<file path="config.mk">
export PLATFORM = sky130hd
export DESIGN_NAME = i2c_stream_slave
export DESIGN_NICKNAME = d
export VERILOG_FILES = /design/src/rtl/i2c_strm_pkg.sv /design/src/rtl/i2c_line_tracker.sv /design/src/rtl/i2c_strm_ctrl.sv /design/src/rtl/i2c_stream_slave.sv
export SDC_FILE = /design/constraint.sdc
export NUM_CORES = 1
export LEC_CHECK = 0
export BUFFER_PORTS_ARGS = -buffer_cell sky130_fd_sc_hd__buf_2
export CORE_ASPECT_RATIO = 1.1
export CORE_MARGIN = 2
export CORE_UTILIZATION = 55
export DETAILED_ROUTE_END_ITERATION = 8
export GPL_TIMING_DRIVEN = 0
export PLACE_DENSITY = 0.79
export SETUP_SLACK_MARGIN = 0.5
export SYNTH_ARGS = -nofsm -noshare
export SYNTH_HDL_FRONTEND = slang
export SYNTH_SLANG_ARGS = --single-unit
</file>
<file path="constraint.sdc">
create_clock -name clk -period 2.04 [get_ports clk]
set_input_delay 0.204 -clock clk [delete_from_list [all_inputs] [get_ports clk]]
set_output_delay 0.204 -clock clk [all_outputs]
set_load 0.01 [all_outputs]
</file>
<file path="src/rtl/i2c_strm_pkg.sv">
package i2c_strm_pkg;

  localparam int BYTE_W = 8;
  localparam int ADDR_W = BYTE_W - 1;

  typedef enum logic [2:0] {
    ST_IDLE,
    ST_ADDR,
    ST_WRITE,
    ST_READ,
    ST_IGNORE,
    ST_HALT
  } slv_state_t;

  // Bus events produced by the line tracker, valid for one clock
  typedef struct packed {
    logic start;
    logic stop;
    logic scl_rise;
    logic scl_fall;
    logic sda;
  } bus_evt_t;

endpackage

</file>
<file path="src/rtl/i2c_line_tracker.sv">
module i2c_line_tracker
  import i2c_strm_pkg::*;
#(
  parameter int SYNC_STAGES = 2
) (
  input  logic     clk,
  input  logic     rst_n,
  input  logic     scl_i,
  input  logic     sda_i,
  output bus_evt_t evt
);

  localparam int LAST = SYNC_STAGES - 1;

  logic [SYNC_STAGES-1:0] scl_sync_q;
  logic [SYNC_STAGES-1:0] sda_sync_q;
  logic                   scl_prev_q;
  logic                   sda_prev_q;
  logic                   scl_s;
  logic                   sda_s;

  // Idle bus is high, so the chain resets to ones
  generate
    if (SYNC_STAGES == 1) begin : g_single
      always_ff @(posedge clk or negedge rst_n) begin
        if (!rst_n) begin
          scl_sync_q <= '1;
          sda_sync_q <= '1;
        end else begin
          scl_sync_q <= scl_i;
          sda_sync_q <= sda_i;
        end
      end
    end else begin : g_chain
      always_ff @(posedge clk or negedge rst_n) begin
        if (!rst_n) begin
          scl_sync_q <= '1;
          sda_sync_q <= '1;
        end else begin
          scl_sync_q <= {scl_sync_q[SYNC_STAGES-2:0], scl_i};
          sda_sync_q <= {sda_sync_q[SYNC_STAGES-2:0], sda_i};
        end
      end
    end
  endgenerate

  assign scl_s = scl_sync_q[LAST];
  assign sda_s = sda_sync_q[LAST];

  always_ff @(posedge clk or negedge rst_n) begin
    if (!rst_n) begin
      scl_prev_q <= 1'b1;
      sda_prev_q <= 1'b1;
    end else begin
      scl_prev_q <= scl_s;
      sda_prev_q <= sda_s;
    end
  end

  // Conditions need SCL high on both samples around the SDA change
  always_comb begin
    evt.start    = scl_prev_q && scl_s && sda_prev_q && !sda_s;
    evt.stop     = scl_prev_q && scl_s && !sda_prev_q && sda_s;
    evt.scl_rise = !scl_prev_q && scl_s;
    evt.scl_fall = scl_prev_q && !scl_s;
    evt.sda      = sda_s;
  end

endmodule

</file>
<file path="src/rtl/i2c_strm_ctrl.sv">
module i2c_strm_ctrl
  import i2c_strm_pkg::*;
#(
  parameter logic [ADDR_W-1:0] DEV_ADDR = 7'h3C
) (
  input  logic              clk,
  input  logic              rst_n,
  input  bus_evt_t          evt,
  input  logic [BYTE_W-1:0] rd_data,
  output logic              sda_pull,
  output logic [BYTE_W-1:0] wr_data,
  output logic              wr_stb,
  output logic              rd_stb
);

  localparam int              CNT_W    = $clog2(BYTE_W + 1);
  localparam logic [CNT_W-1:0] ACK_SLOT = CNT_W'(BYTE_W);

  slv_state_t        state_q, state_d;
  logic [CNT_W-1:0]  cnt_q, cnt_d;
  logic [BYTE_W-1:0] rx_q, rx_d;
  logic [BYTE_W-1:0] tx_q, tx_d;
  logic [BYTE_W-1:0] wr_data_q, wr_data_d;
  logic              pull_q, pull_d;
  logic              wr_stb_q, wr_stb_d;
  logic              rd_stb_q, rd_stb_d;
  logic              addr_hit;
  logic              in_byte;

  assign addr_hit = (rx_q[BYTE_W-1:1] == DEV_ADDR);
  assign in_byte  = (state_q == ST_ADDR) || (state_q == ST_WRITE) ||
                    (state_q == ST_READ);

  // Next-state logic
  always_comb begin
    state_d   = state_q;
    cnt_d     = cnt_q;
    rx_d      = rx_q;
    tx_d      = tx_q;
    wr_data_d = wr_data_q;
    pull_d    = pull_q;
    wr_stb_d  = 1'b0;
    rd_stb_d  = 1'b0;

    // Local device answers a read request one clock later
    if (rd_stb_q) tx_d = rd_data;

    if (evt.stop) begin
      state_d = ST_IDLE;
      cnt_d   = '0;
      pull_d  = 1'b0;
    end else if (evt.start) begin
      state_d = ST_ADDR;
      cnt_d   = '0;
      pull_d  = 1'b0;
    end else if (evt.scl_rise && in_byte) begin
      if (cnt_q != ACK_SLOT) begin
        rx_d  = {rx_q[BYTE_W-2:0], evt.sda};
        cnt_d = cnt_q + 1'b1;
      end else begin
        cnt_d = '0;
        unique case (state_q)
          ST_ADDR: begin
            if (!addr_hit) begin
              state_d = ST_IGNORE;
            end else if (rx_q[0]) begin
              state_d  = ST_READ;
              rd_stb_d = 1'b1;
            end else begin
              state_d = ST_WRITE;
            end
          end
          ST_WRITE: begin
            wr_stb_d  = 1'b1;
            wr_data_d = rx_q;
          end
          ST_READ: begin
            if (evt.sda) state_d = ST_HALT;
            else         rd_stb_d = 1'b1;
          end
          default: state_d = state_q;
        endcase
      end
    end else if (evt.scl_fall) begin
      unique case (state_q)
        ST_ADDR:  pull_d = (cnt_q == ACK_SLOT) && addr_hit;
        ST_WRITE: pull_d = (cnt_q == ACK_SLOT);
        ST_READ: begin
          if (cnt_q != ACK_SLOT) begin
            pull_d = !tx_q[BYTE_W-1];
            tx_d   = {tx_q[BYTE_W-2:0], 1'b1};
          end else begin
            pull_d = 1'b0;
          end
        end
        default: pull_d = 1'b0;
      endcase
    end
  end

  // State registers
  always_ff @(posedge clk or negedge rst_n) begin
    if (!rst_n) begin
      state_q   <= ST_IDLE;
      cnt_q     <= '0;
      rx_q      <= '0;
      tx_q      <= '1;
      wr_data_q <= '0;
      pull_q    <= 1'b0;
      wr_stb_q  <= 1'b0;
      rd_stb_q  <= 1'b0;
    end else begin
      state_q   <= state_d;
      cnt_q     <= cnt_d;
      rx_q      <= rx_d;
      tx_q      <= tx_d;
      wr_data_q <= wr_data_d;
      pull_q    <= pull_d;
      wr_stb_q  <= wr_stb_d;
      rd_stb_q  <= rd_stb_d;
    end
  end

  assign sda_pull = pull_q;
  assign wr_data  = wr_data_q;
  assign wr_stb   = wr_stb_q;
  assign rd_stb   = rd_stb_q;

  // START always re-enters address compare
  p_start_addr_r2: assert property (@(posedge clk) disable iff (!rst_n)
    (evt.start && !evt.stop) |=> (state_q == ST_ADDR));

  // ignore mode leaves the line alone
  p_ignore_quiet_r4: assert property (@(posedge clk) disable iff (!rst_n)
    (state_q == ST_IGNORE) |-> (!pull_q && !wr_stb_q && !rd_stb_q));

  // write strobe is a single pulse
  p_wr_pulse_r5: assert property (@(posedge clk) disable iff (!rst_n)
    wr_stb_q |=> !wr_stb_q);

  // after a NACK the line stays released
  p_halt_release_r7: assert property (@(posedge clk) disable iff (!rst_n)
    (state_q == ST_HALT) |-> !pull_q);

  // STOP releases SDA and idles
  p_stop_release_r8: assert property (@(posedge clk) disable iff (!rst_n)
    evt.stop |=> (!pull_q && state_q == ST_IDLE));

  // drive changes only after a falling SCL edge or a bus condition
  p_sda_edge_r9: assert property (@(posedge clk) disable iff (!rst_n)
    !$stable(pull_q) |-> $past(evt.scl_fall || evt.start || evt.stop));

  // strobes never overlap
  p_one_strobe_r10: assert property (@(posedge clk) disable iff (!rst_n)
    $onehot0({wr_stb_q, rd_stb_q}));

endmodule

</file>
<file path="src/rtl/i2c_stream_slave.sv">
module i2c_stream_slave
  import i2c_strm_pkg::*;
#(
  parameter logic [ADDR_W-1:0] DEV_ADDR    = 7'h3C,
  parameter int                SYNC_STAGES = 2
) (
  input  logic              clk,
  input  logic              rst_n,
  input  logic              scl_i,
  input  logic              sda_i,
  output logic              sda_pull_o,
  output logic [BYTE_W-1:0] wr_data_o,
  output logic              wr_stb_o,
  input  logic [BYTE_W-1:0] rd_data_i,
  output logic              rd_stb_o
);

  bus_evt_t evt;

  i2c_line_tracker #(
    .SYNC_STAGES(SYNC_STAGES)
  ) u_tracker (
    .clk  (clk),
    .rst_n(rst_n),
    .scl_i(scl_i),
    .sda_i(sda_i),
    .evt  (evt)
  );

  i2c_strm_ctrl #(
    .DEV_ADDR(DEV_ADDR)
  ) u_ctrl (
    .clk     (clk),
    .rst_n   (rst_n),
    .evt     (evt),
    .rd_data (rd_data_i),
    .sda_pull(sda_pull_o),
    .wr_data (wr_data_o),
    .wr_stb  (wr_stb_o),
    .rd_stb  (rd_stb_o)
  );

endmodule

</file>
# Yosys cells after proc, flatten, opt, wreduce, memory -nomap -nowiden
# Cells that the tools add are included.
[totals]
register_bits = 40
latch_bits = 0
ram_bits = 0
mem_bits_ro = 0
inputBits = 12
elab_cells = 86
memories = 0
[op_classes]
n_addsub = 1
multipliers = 0
n_div = 0
magnitude_cmp = 0
eq_ne = 9
shifts = 0
mux = 38
n_bitwise = 3
reduce_logical = 23
[op_table]
columns = ["cell", "count"]
rows = [
  ["$mux 8", 7],
  ["$mux 1", 18],
  ["$mux 3", 6],
  ["$mux 4", 4],
  ["$logic_and 1x1->1", 9],
  ["$ne 4x4->1 const B", 2],
  ["$reduce_and 4->1", 2],
  ["$eq 7x6->1 const B", 1],
  ["$eq 3x2->1 const B", 2],
  ["$ne 3x3->1 const B", 2],
  ["$pmux 3 s2", 1],
  ["$reduce_bool 3->1", 2],
  ["$logic_not 1->1", 5],
  ["$reduce_and 5->1", 1],
  ["$add 4x1->4 const B", 1],
  ["$eq 4x4->1 const B", 1],
  ["$reduce_bool 4->1", 1],
  ["$eq 3x1->1 const B", 1],
  ["$not 1->1", 3],
  ["$pmux 1 s3", 1],
  ["$logic_or 1x1->1", 2],
  ["$pmux 1 s2", 1],
  ["$reduce_and 2->1", 1],
]

# Depth between registers and ports, before layout
# Gate-level depths: netlist of the first run.
[logic_depth]
depth_word = 7
depth_mapped = 8
depth_no_buf = 6

# By module
# From an unflattened synthesis of the first run, not the netlist that was laid out.
[unflattened]
hier_cells = 137
area_unflattened_um2 = 1826.8
[by_module_without_submodules]
columns = ["module", "n_inst", "cells_each", "area_each_um2"]
rows = [
  ["i2c_strm_ctrl", 1, 126, 1629.1],
  ["i2c_line_tracker", 1, 11, 197.7],
]

# Worst setup path after synthesis of the first run
# No wires, ideal clock.
[synth_timing]
path_kind = "register to register"
startpoint = "reg u_ctrl.cnt_q[0]"
endpoint = "reg u_ctrl.state_q[2]"
setup_time_ps = 94
t_arrival_ps = 1686
required_time_ps = 1946
setup_slack_ps = 260
stages_incl_launch_ff = 7
path_buffers = 0
path_cell_list = "dfrtp_1 -> inv_1 -> ha_1 -> nand3b_4 -> or4b_4 -> nand2b_4 -> a221oi_2"
[synth_between]
elab_chain_cells = 3
[synth_lines]
columns = ["element", "line_no", "source"]
rows = [
  ["start: declaration", "i2c_strm_ctrl.sv:20", "logic [CNT_W-1:0] cnt_q, cnt_d;"],
  ["start signal: assignment", "i2c_strm_ctrl.sv:114", "cnt_q <= cnt_d;"],
  ["$ne 4x4->1", "i2c_strm_ctrl.sv:57", "if (cnt_q != ACK_SLOT) begin"],
  ["$ne 3x3->1 (no line)", "--", ""],
  ["$reduce_and 4->1 (no line)", "--", ""],
  ["end signal: assignment", "i2c_strm_ctrl.sv:113", "state_q <= state_d;"],
  ["end: declaration", "i2c_strm_ctrl.sv:19", "slv_state_t state_q, state_d;"],
]
# No other way between the ends.
# A chain may end at the register's enable or synchronous reset.

# Final worst setup path of the first run
[layout_timing]
startpoint = "reg u_ctrl.cnt_q[1]"
endpoint = "reg u_ctrl.state_q[2]"
# Same word-level chain as after synthesis.

==> results of run 1 <==
==> registers in the layout, summed over array words and instances, names as in the netlist <==
name and flops:
u_ctrl.tx_q 8, u_tracker.scl_prev_q 1, u_tracker.sda_prev_q 1, u_ctrl.wr_data 8
u_ctrl.rx_q 8, u_ctrl.state_q 3, u_tracker.scl_sync_q 2, u_tracker.sda_sync_q 2
u_ctrl.rd_stb 1, u_ctrl.sda_pull 1, u_ctrl.cnt_q 4, u_ctrl.wr_stb 1
==> timing repair <==
action / 4_1_cts / 5_1_grt
gates resized for setup: 18 / 19
cloned: 0 / 2
pin swaps: 4 / 8
setup buffers: 9 / 2
hold buffers: 3 / 0
endpoints found under the hold margin: 28 / 0
setup endpoints to repair: 32 / 31
==> how the worst max path moves through the flow <==
stage / slack (ps) / startpoint / cells past startpoint / to
3_5_place_dp: 220 / u_ctrl.cnt_q[0] / 6 / u_ctrl.state_q[2]
3_3_place_gp: 270 / u_ctrl.cnt_q[0] / 6 / u_ctrl.state_q[2]
2_1_floorplan: 320 / u_ctrl.cnt_q[0] / 6 / u_ctrl.state_q[2]
6_report: 320 / u_ctrl.cnt_q[1] / 6 / u_ctrl.state_q[2]
5_1_grt: 230 / u_ctrl.cnt_q[0] / 6 / u_ctrl.state_q[2]
4_1_cts: 330 / u_ctrl.cnt_q[0] / 6 / u_ctrl.state_q[2]
==> logic make-up after synthesis <==
kind of cell	after synthesis
fa+ha+maj	2
xor+xnor	1
simple gates	38
flops	40
mux	24
buf+inv	8
compound gates	25
==> metrics by stage <==
stage | hold WS [ps] | power [mW] | cells | util, % | area, um^2
2_1_floorplan | -91.6 | 1.19 | 138 | - | 1780
3_3_place_gp | 311 | 1.25 | 194 | 62.9 | 1930
3_5_place_dp | 310 | 1.28 | 194 | 62.9 | 1930
4_1_cts | 57.6 | 1.91 | 214 | 71.1 | 2190
5_1_grt | 60.3 | 2.01 | 218 | 74.6 | 2290
6_report | 61.3 | 1.92 | 218 | 74.6 | 2290
==> per-layer routing <==
metal / vias to the layer above / track usage (%) / routed length [um] / part of all wire, %
met5: - / 0 / 0 / 0
met4: 0 / 10.5 / 77 / 2.3
met3: 11 / 4.31 / 169 / 5.0
met2: 37 / 30.7 / 1720 / 50
met1: 627 / 26.6 / 1450 / 43
li1: 594 / - / - / -
==> power breakdown <==
part / internal, mW / switching, mW
combinational: 0.194 / 0.147
sequential: 0.907 / 0.116
clock: 0.293 / 0.262
total: 1.39 / 0.526
==> area by class of cell <==
class,instances,area [um^2]
buffer,4,41.3
inverter,4,15.0
sequential,40,1020
clock inverter,2,38.8
clock buffer,6,51.3
tap,34,42.5
fill,194,782
multi-input combinational,91,826
timing repair buffer,37,259
==> cells in the mapped netlist, types with 2 or more instances <==
master and number:
nor3b_1 2, nand3b_1 2, ha_1 2, mux2_2 16, o21ai_0 11, nand2_2 2
a31oi_1 2, nor2_1 2, inv_1 4, dfrtp_1 26, buf_2 2, nand2_1 11
a21oi_1 2, mux2i_1 8, nor2b_1 4, nand2b_1 3, dfstp_2 14, nand3_1 2
==> cells in the final DEF (no fill, tap or decap), types with 2 or more instances in the layout <==
master	n
o21ai_2	3
buf_4	8
nand3_1	2
nand2b_1	2
nor3b_1	2
dlygate4sd3_1	3
o21ai_0	4
mux2i_1	8
inv_1	2
buf_6	3
nand2b_4	2
clkbuf_4	6
a21oi_1	2
dfrtp_1	26
nand2_4	2
dfstp_2	14
nand3b_1	2
buf_2	22
o21ai_1	4
inv_2	2
buf_8	2
nor2b_1	2
nand2_1	8
mux2_2	16
nand2_2	3
a31oi_1	2
==> results.toml, run 1 <==
[status]
outcome = "finished clean"

[placement]
place_hpwl_mm = 2.16
port_buffers = 22
place_ws_ps = 223
place.gp.congestion = 0.820

[clock_tree]
cts.sinks = 40
h-tree-depth = 2
numCtsBuffers = 5
cts_max_path_buffers = 2
worstSkewPairLatency_ps = 360
cts_tree = "done"
clk_pin_slew_ps = 110
clock-root-buffer = "clkbuf_4"

[critical_path]
crit_chain = "inv_2, ha_4, nand3b_4, or4b_4, nand2b_4, a221oi_2"
crit_path_start_kind = "register"
setup.worst_path.end_class = "register"
cp_top_family = "simple AND/OR/NAND/NOR gates"
r2r_slack_ps = 320
worst_r2r_endpoint = "u_ctrl.state_q[2]"
crit_buf_inv = 1
reg2reg_depth = 6
path_class = "register to register"
arrival_ps = 1990
required_ps = 2320
crit_path_top_delay_cell = "or4b_4"
path_max_fanout = 4
critical-path-max-stage-delay_ps = 510
r2r-start = "u_ctrl.cnt_q[1]"

[run]
max-cap-violations = 0

[yosys]
ys.flop_type = "dfrtp_1"
avgSynthCellArea_um2 = 12.9
ys_ff_latch = 40
synth-adder-area-share_pct = 1.41
yosys.area_share.simple_pct = 14.8
ys_seq_area_share_pct = 57.2
netlist_area_mm2 = 0.00178
syn_inst = 138
async_flop_share_pct = 100
synthXorXnorAreaFrac_pct = 0.492
synth_top_area_share_pct = 36.6
synth.area.top_cells = "dfrtp_1, dfstp_2, mux2_2, mux2i_1, o21ai_0"
synth_nets = 152
muxShareOfSynthArea_pct = 14.6
yosysWarnings = 0
synth_compound_area_share_pct = 9.63
synth_edf_count = 0
synth_cell_types = 41
synth_top_family_by_area = "simple AND/OR/NAND/NOR gates"
yosys.area.top_type = "dfrtp_1"

[worst_hold_path]
min-delay-start = "rd_data_i[0]"
hp-class = "input pin to register"
holdPathStages = 2
hold_path_end = "u_ctrl.tx_q[0]"

[floorplanning]
rows = 21
die-area_mm2 = 0.00371
die_w_um = 58.2
die_y_um = 63.7
initial_core_util_pct = 57.9
io-pin-count = 23
fp.coreArea_mm2 = 0.00307

[detailed_routing]
drc = 0
dr.pass1.iters = 4
avgRoutedWirePerCell_um = 15.7
route.vias.total = 1269
drt_wl_total_mm = 3.41
via_per_inst = 5.82
ant_nets = 0
drtIter0Drc = 40

[grt]
grt_usage_pct = 20.1
grt_max_degree = 41
grt_pass1_wl_mm = 5.53
grt_overflow = 0
antenna_found_initial = 0
grt_pass1_vias = 1232

[finish]
drive_above_1_share_pct = 53.8
antenna_cells = 0
areaGrowthSynthToFinish_pct = 28.8
fin_nets = 197

[sta]
relSlewSlack_pct = 44.5
tightest_slew_ps = 832
rsz0062_at_grt = "yes"
fin_ws_ps = 323
fin_crit_sh_pct = 84.2
setup_viol = 0
slew_violations = 0
clock_skew_ps = 10.5
period_needed_ps = 1720
setup_tns_ps = 0
hold_viol = 0
fmax_ghz = 0.582

[power]
vdd_drop_max_uv = 956
power_density_mw_per_mm2 = 838
power.leakage_nw = 1.07
No activity file was read; power rests on OpenSTA's default activity.
==> inputs of run 2 (changes only) <==
CORE_UTILIZATION = 51   (was 55)
PLACE_DENSITY = 0.78   (was 0.79)
clock period = 1.41 ns   (was 2.04 ns; I/O delays follow)
==> run 2 against run 1 <==
Against the previous run: the run now ends with negative hold slack, negative setup slack left; sequential cell count stayed put; non-clock buffer count is 9 higher; via count is 1.7% higher; register-to-register slack worse by 610 ps; combinational power is 82% higher.
==> results.toml, run 2 (same netlist as run 1, synthesis figures left out) <==
[status]
outcome = "finished, violations left"
violations = "negative hold slack, negative setup slack"

[detailed_routing]
dr.pass1.iters = 4
route.vias.total = 1290
via_per_inst = 5.33
drtIter0Drc = 22
drc = 0
ant_nets = 0
avgRoutedWirePerCell_um = 15.7
drt_wl_total_mm = 3.81

[critical_path]
arrival_ps = 1970
worst_r2r_endpoint = "u_ctrl.state_q[2]"
crit_chain = "inv_2, ha_4, nand3b_4, or4b_4, nand2b_4, a221oi_2"
crit_start = "u_ctrl.cnt_q[0]"
r2r_slack_ps = -290
crit_buf_inv = 1
setup.worst_path.end_class = "register"
crit_path_start_kind = "register"
required_ps = 1680
path_max_fanout = 3
path_class = "register to register"
cp_top_family = "simple AND/OR/NAND/NOR gates"
r2r-start = "u_ctrl.cnt_q[0]"
crit_path_top_delay_cell = "or4b_4"
critical-path-max-stage-delay_ps = 500
reg2reg_depth = 6

[sta]
period_needed_ps = 1700
hold_viol = 26
tightest_slew_ps = 856
fin_ws_ps = -290
slew_violations = 0
fmax_ghz = 0.588
clock_skew_ps = 14.6
fin_crit_sh_pct = 121
setup_viol = 34
setup_tns_ps = -6720
relSlewSlack_pct = 43.0
rsz0062_at_grt = "yes"
hold_slack_ps = -122

[placement]
dpl_cell_area_mm2 = 0.00198
dp_cells = 208
place_hpwl_mm = 2.16
place.gp.congestion = 0.828
port_buffers = 22

[grt]
grt_pass1_wl_mm = 5.55
grt_max_degree = 41
grt_overflow = 0
antenna_found_initial = 0
grt_pass1_vias = 1244
grt_usage_pct = 18.9

[clock_tree]
cts_tree = "done"
postCtsHoldBufs = 3
clock-root-buffer = "clkbuf_4"
clk_pin_slew_ps = 120
worstSkewPairLatency_ps = 360
h-tree-depth = 2
cts_max_path_buffers = 2
cts.sinks = 40
numCtsBuffers = 5

[floorplanning]
die_y_um = 65.9
rows = 22
die_w_um = 60.3
die-area_mm2 = 0.00398
fp.coreArea_mm2 = 0.00333
initial_core_util_pct = 53.4
io-pin-count = 23

[finish]
final_common_cell = "dfrtp_1"
areaGrowthSynthToFinish_pct = 36.8
final-instance-count-excl-fill = 242
drive_above_1_share_pct = 56.2
fin_nets = 207
antenna_cells = 0
multi_input_area_um2 = 876
layout_common_cells = "dfrtp_1, buf_2, buf_4, dfstp_2, mux2_2"
final_core_util_pct = 73.1
seq_area_mm2 = 0.00102
fill_cells = 211
fin_area_mm2 = 0.00243

[worst_hold_path]
hp-class = "input pin to async pin"

[power]
power.leakage_nw = 1.15
vdd_drop_max_uv = 706
power_density_mw_per_mm2 = 1120
finalPower_mw = 2.74

[run]
max-cap-violations = 0
run 2: final cells by class:
cell class,instances,area share (%)
clock inverters,2,0.411
flip-flops and latches,40,41.8
inverters,4,0.617
plain buffers,4,1.44
clock buffers,6,2.11
well taps,48,2.47
repair buffers,46,15.2
multi-input cells,92,36.0
run 2: where the power goes:
part,internal (mW),switching [mW]
sequential,1.31,0.195
combinational,0.380,0.241
clock,0.237,0.373
run 2: worst reg2reg max path, delay by kind of cell, from the launching register on:
kind | cells | cell delay [ps]
flip-flops | 1 | 410
AND/OR/NAND/NOR | 3 | 750
AO/OA/AOI/OAI | 1 | 230
adder cells (fa/ha/maj) | 1 | 140
buffers and inverters | 1 | 90
run 2: stage by stage:
step	hold slack [ps]	setup WS (ps)
global route	-51.0	-339
floorplan	-155	-306
global placement	246	-378
CTS	-103	-311
detailed placement	247	-413
finish	-122	-290
run 2: timing repair:
item / CTS / global route
gates cloned: 0 / 3
endpoints found under the hold margin: 29 / 26
gates resized for setup: 13 / 25
setup buffers: 12 / 8
setup endpoints to repair: 45 / 45
pin swaps: 6 / 7
run 2: layer usage:
layer,up-vias,GRT usage (%),part of all wire (%)
met1,654,21.4,43
met4,0,5.83,1.2
met3,4,5.28,2.9
met2,26,33.8,53
met5,-,0,0
li1,606,-,-
run 2: worst max path at each step:
stage	depth (start not counted)	slack, ps	end
after global routing	6	-340	u_ctrl.state_q[2]
after CTS	6	-310	u_ctrl.state_q[2]
final	6	-290	u_ctrl.state_q[2]
after detailed placement	6	-410	u_ctrl.state_q[2]
after floorplan	6	-310	u_ctrl.state_q[2]
after global placement	6	-380	u_ctrl.state_q[2]
==> inputs of run 3 (changes only) <==
ABC_CLOCK_PERIOD_IN_PS = 1410   (was not set)
SKIP_LAST_GASP = 1   (was not set)
==> run 3 against run 2 <==
Against the previous run: the flow still finishes with violations (negative hold slack, negative setup slack); global-route usage did not move; worst hold slack improved by 15 ps; sequential share of layout area increased by 0.24 points; count of clock-buffer cells in the layout stayed put; combinational power is 3% lower; critical endpoint unchanged; largest cell class unchanged; highest routed layer unchanged.
==> results.toml, run 3 (same netlist as run 1, synthesis figures left out) <==
[clock_tree]
cts_tree = "done"
numCtsBuffers = 5
cts_max_path_buffers = 2
cts.sinks = 40
clk_pin_slew_ps = 120
clock-root-buffer = "clkbuf_4"
h-tree-depth = 2
worstSkewPairLatency_ps = 350
postCtsHoldBufs = 3

[worst_hold_path]
hp-class = "input pin to async pin"

[finish]
areaGrowthSynthToFinish_pct = 36.1
drive_above_1_share_pct = 55.7
fin_nets = 207
antenna_cells = 0
final_common_cell = "dfrtp_1"
fin_area_mm2 = 0.00242
layout_common_cells = "dfrtp_1, buf_2, buf_4, dfstp_2, mux2_2"

[critical_path]
critical-path-max-stage-delay_ps = 500
path_max_fanout = 3
required_ps = 1660
path_class = "register to register"
crit_path_top_delay_cell = "or4b_4"
r2r-start = "u_ctrl.cnt_q[0]"
crit_start = "u_ctrl.cnt_q[0]"
arrival_ps = 2000
crit_path_start_kind = "register"
crit_chain = "inv_2, ha_4, nand3b_4, or4b_4, nand2b_4, a221oi_2"
setup.worst_path.end_class = "register"

[grt]
grt_max_degree = 41
grt_overflow = 0
grt_pass1_vias = 1244
grt_pass1_wl_mm = 5.55
antenna_found_initial = 0
grt_usage_pct = 18.9

[floorplanning]
die_w_um = 60.3
io-pin-count = 23
rows = 22
fp.coreArea_mm2 = 0.00333
die_y_um = 65.9
initial_core_util_pct = 53.4
die-area_mm2 = 0.00398

[detailed_routing]
avgRoutedWirePerCell_um = 15.4
drc = 0
via_per_inst = 5.38
route.vias.total = 1301
drt_wl_total_mm = 3.74
ant_nets = 0
drtIter0Drc = 32
dr.pass1.iters = 4

[power]
pwr-share-clk_pct = 22.1
vdd_drop_max_uv = 677
sequentialPowerShare_pct = 55.5
power.leakage_nw = 1.15
p_comb_share_pct = 22.4
power_density_mw_per_mm2 = 1110
finalPower_mw = 2.70
p_sw_share_pct = 28.9
p_sw_mw = 0.779
internal_power_mw = 1.92

[placement]
port_buffers = 22
place.gp.congestion = 0.828
dpl_cell_area_mm2 = 0.00198
place_hpwl_mm = 2.16

[sta]
fin_crit_sh_pct = 124
relSlewSlack_pct = 43.3
period_needed_ps = 1750
fmax_ghz = 0.570
tightest_slew_ps = 851
hold_slack_ps = -108
slew_violations = 0
clock_skew_ps = 13.5
fin_ws_ps = -345
setup_tns_ps = -6470
setup_viol = 33
hold_viol = 26
rsz0062_at_grt = "yes"

[status]
outcome = "finished, violations left"
violations = "negative hold slack, negative setup slack"

[run]
max-cap-violations = 0
run 3: changes by cell type in the layout (fill, tap and decap cells not counted):
cell / previous run / this run
buf_6: 8 / 6
o2bb2ai_2: 1 / 0
o2bb2ai_1: 0 / 1
buf_4: 14 / 16
run 3: path summary, 6_finish.rpt:
kind / slack, ps / cells past startpoint / endpoint
setup / recovery: -340 / 6 / u_ctrl.state_q[2]
setup reg to reg: -340 / 6 / u_ctrl.state_q[2]
min in group clk: 80 / 3 / u_ctrl.tx_q[1]
hold / removal: -110 / 1 / u_ctrl.wr_data[1]
hold reg to reg: 360 / 0 / u_tracker.scl_sync_q[1]
max in group asynchronous: 990 / 1 / u_ctrl.wr_data[0]
run 3: stage by stage:
step / std cells / setup slack, ps / util [%] / hold WS [ps]
floorplan: 138 / -306 / - / -155
global placement: 208 / -378 / 59.5 / 246
detailed placement: 208 / -413 / 59.5 / 247
CTS: 231 / -311 / 66.6 / -103
global route: 242 / -406 / 72.7 / -46.0
finish: 242 / -345 / 72.7 / -108
run 3: timing repair:
item,in CTS,in global routing
buffers inserted,12,8
setup endpoints to repair,45,45
cloned,0,3
resized for setup,13,22
pin swaps,6,7
hold endpoints to repair,29,26
run 3: per-layer routing:
layer	up-vias	wire, um	track usage, %	share of wire, %
li1	605	-	-	-
met1	657	1580	21.4	42
met2	31	1940	33.8	52
met3	8	137	5.28	3.7
met4	0	83	5.83	2.2
met5	-	0	0	0
run 3: worst max-delay path: cells and delay by family (launching register included):
kind | cells | cell delay, ps
and+or+nand+nor | 3 | 750
AOI/OAI and AO/OA | 1 | 270
DFF | 1 | 410
adders and majority gates | 1 | 140
buffers and inverters | 1 | 90
run 3: power groups by stage:
stage | Clock, mW | Sequential, mW | Combinational, mW
5_1_grt | 0.666 | 1.51 | 0.659
2_1_floorplan | 0 | 1.46 | 0.280
6_report | 0.597 | 1.50 | 0.605
4_1_cts | 0.624 | 1.47 | 0.476
3_5_place_dp | 0 | 1.51 | 0.366
3_3_place_gp | 0 | 1.49 | 0.348
run 3: area by class of cell:
cell class	instances	area [um^2]
timing repair buffer	46	362
fill	217	910
sequential	40	1020
clock buffer	6	51.3
tap	48	60.1
inverter	4	15.0
clock inverter	2	10.0
buffer	4	35.0
multi-input combinational	92	870
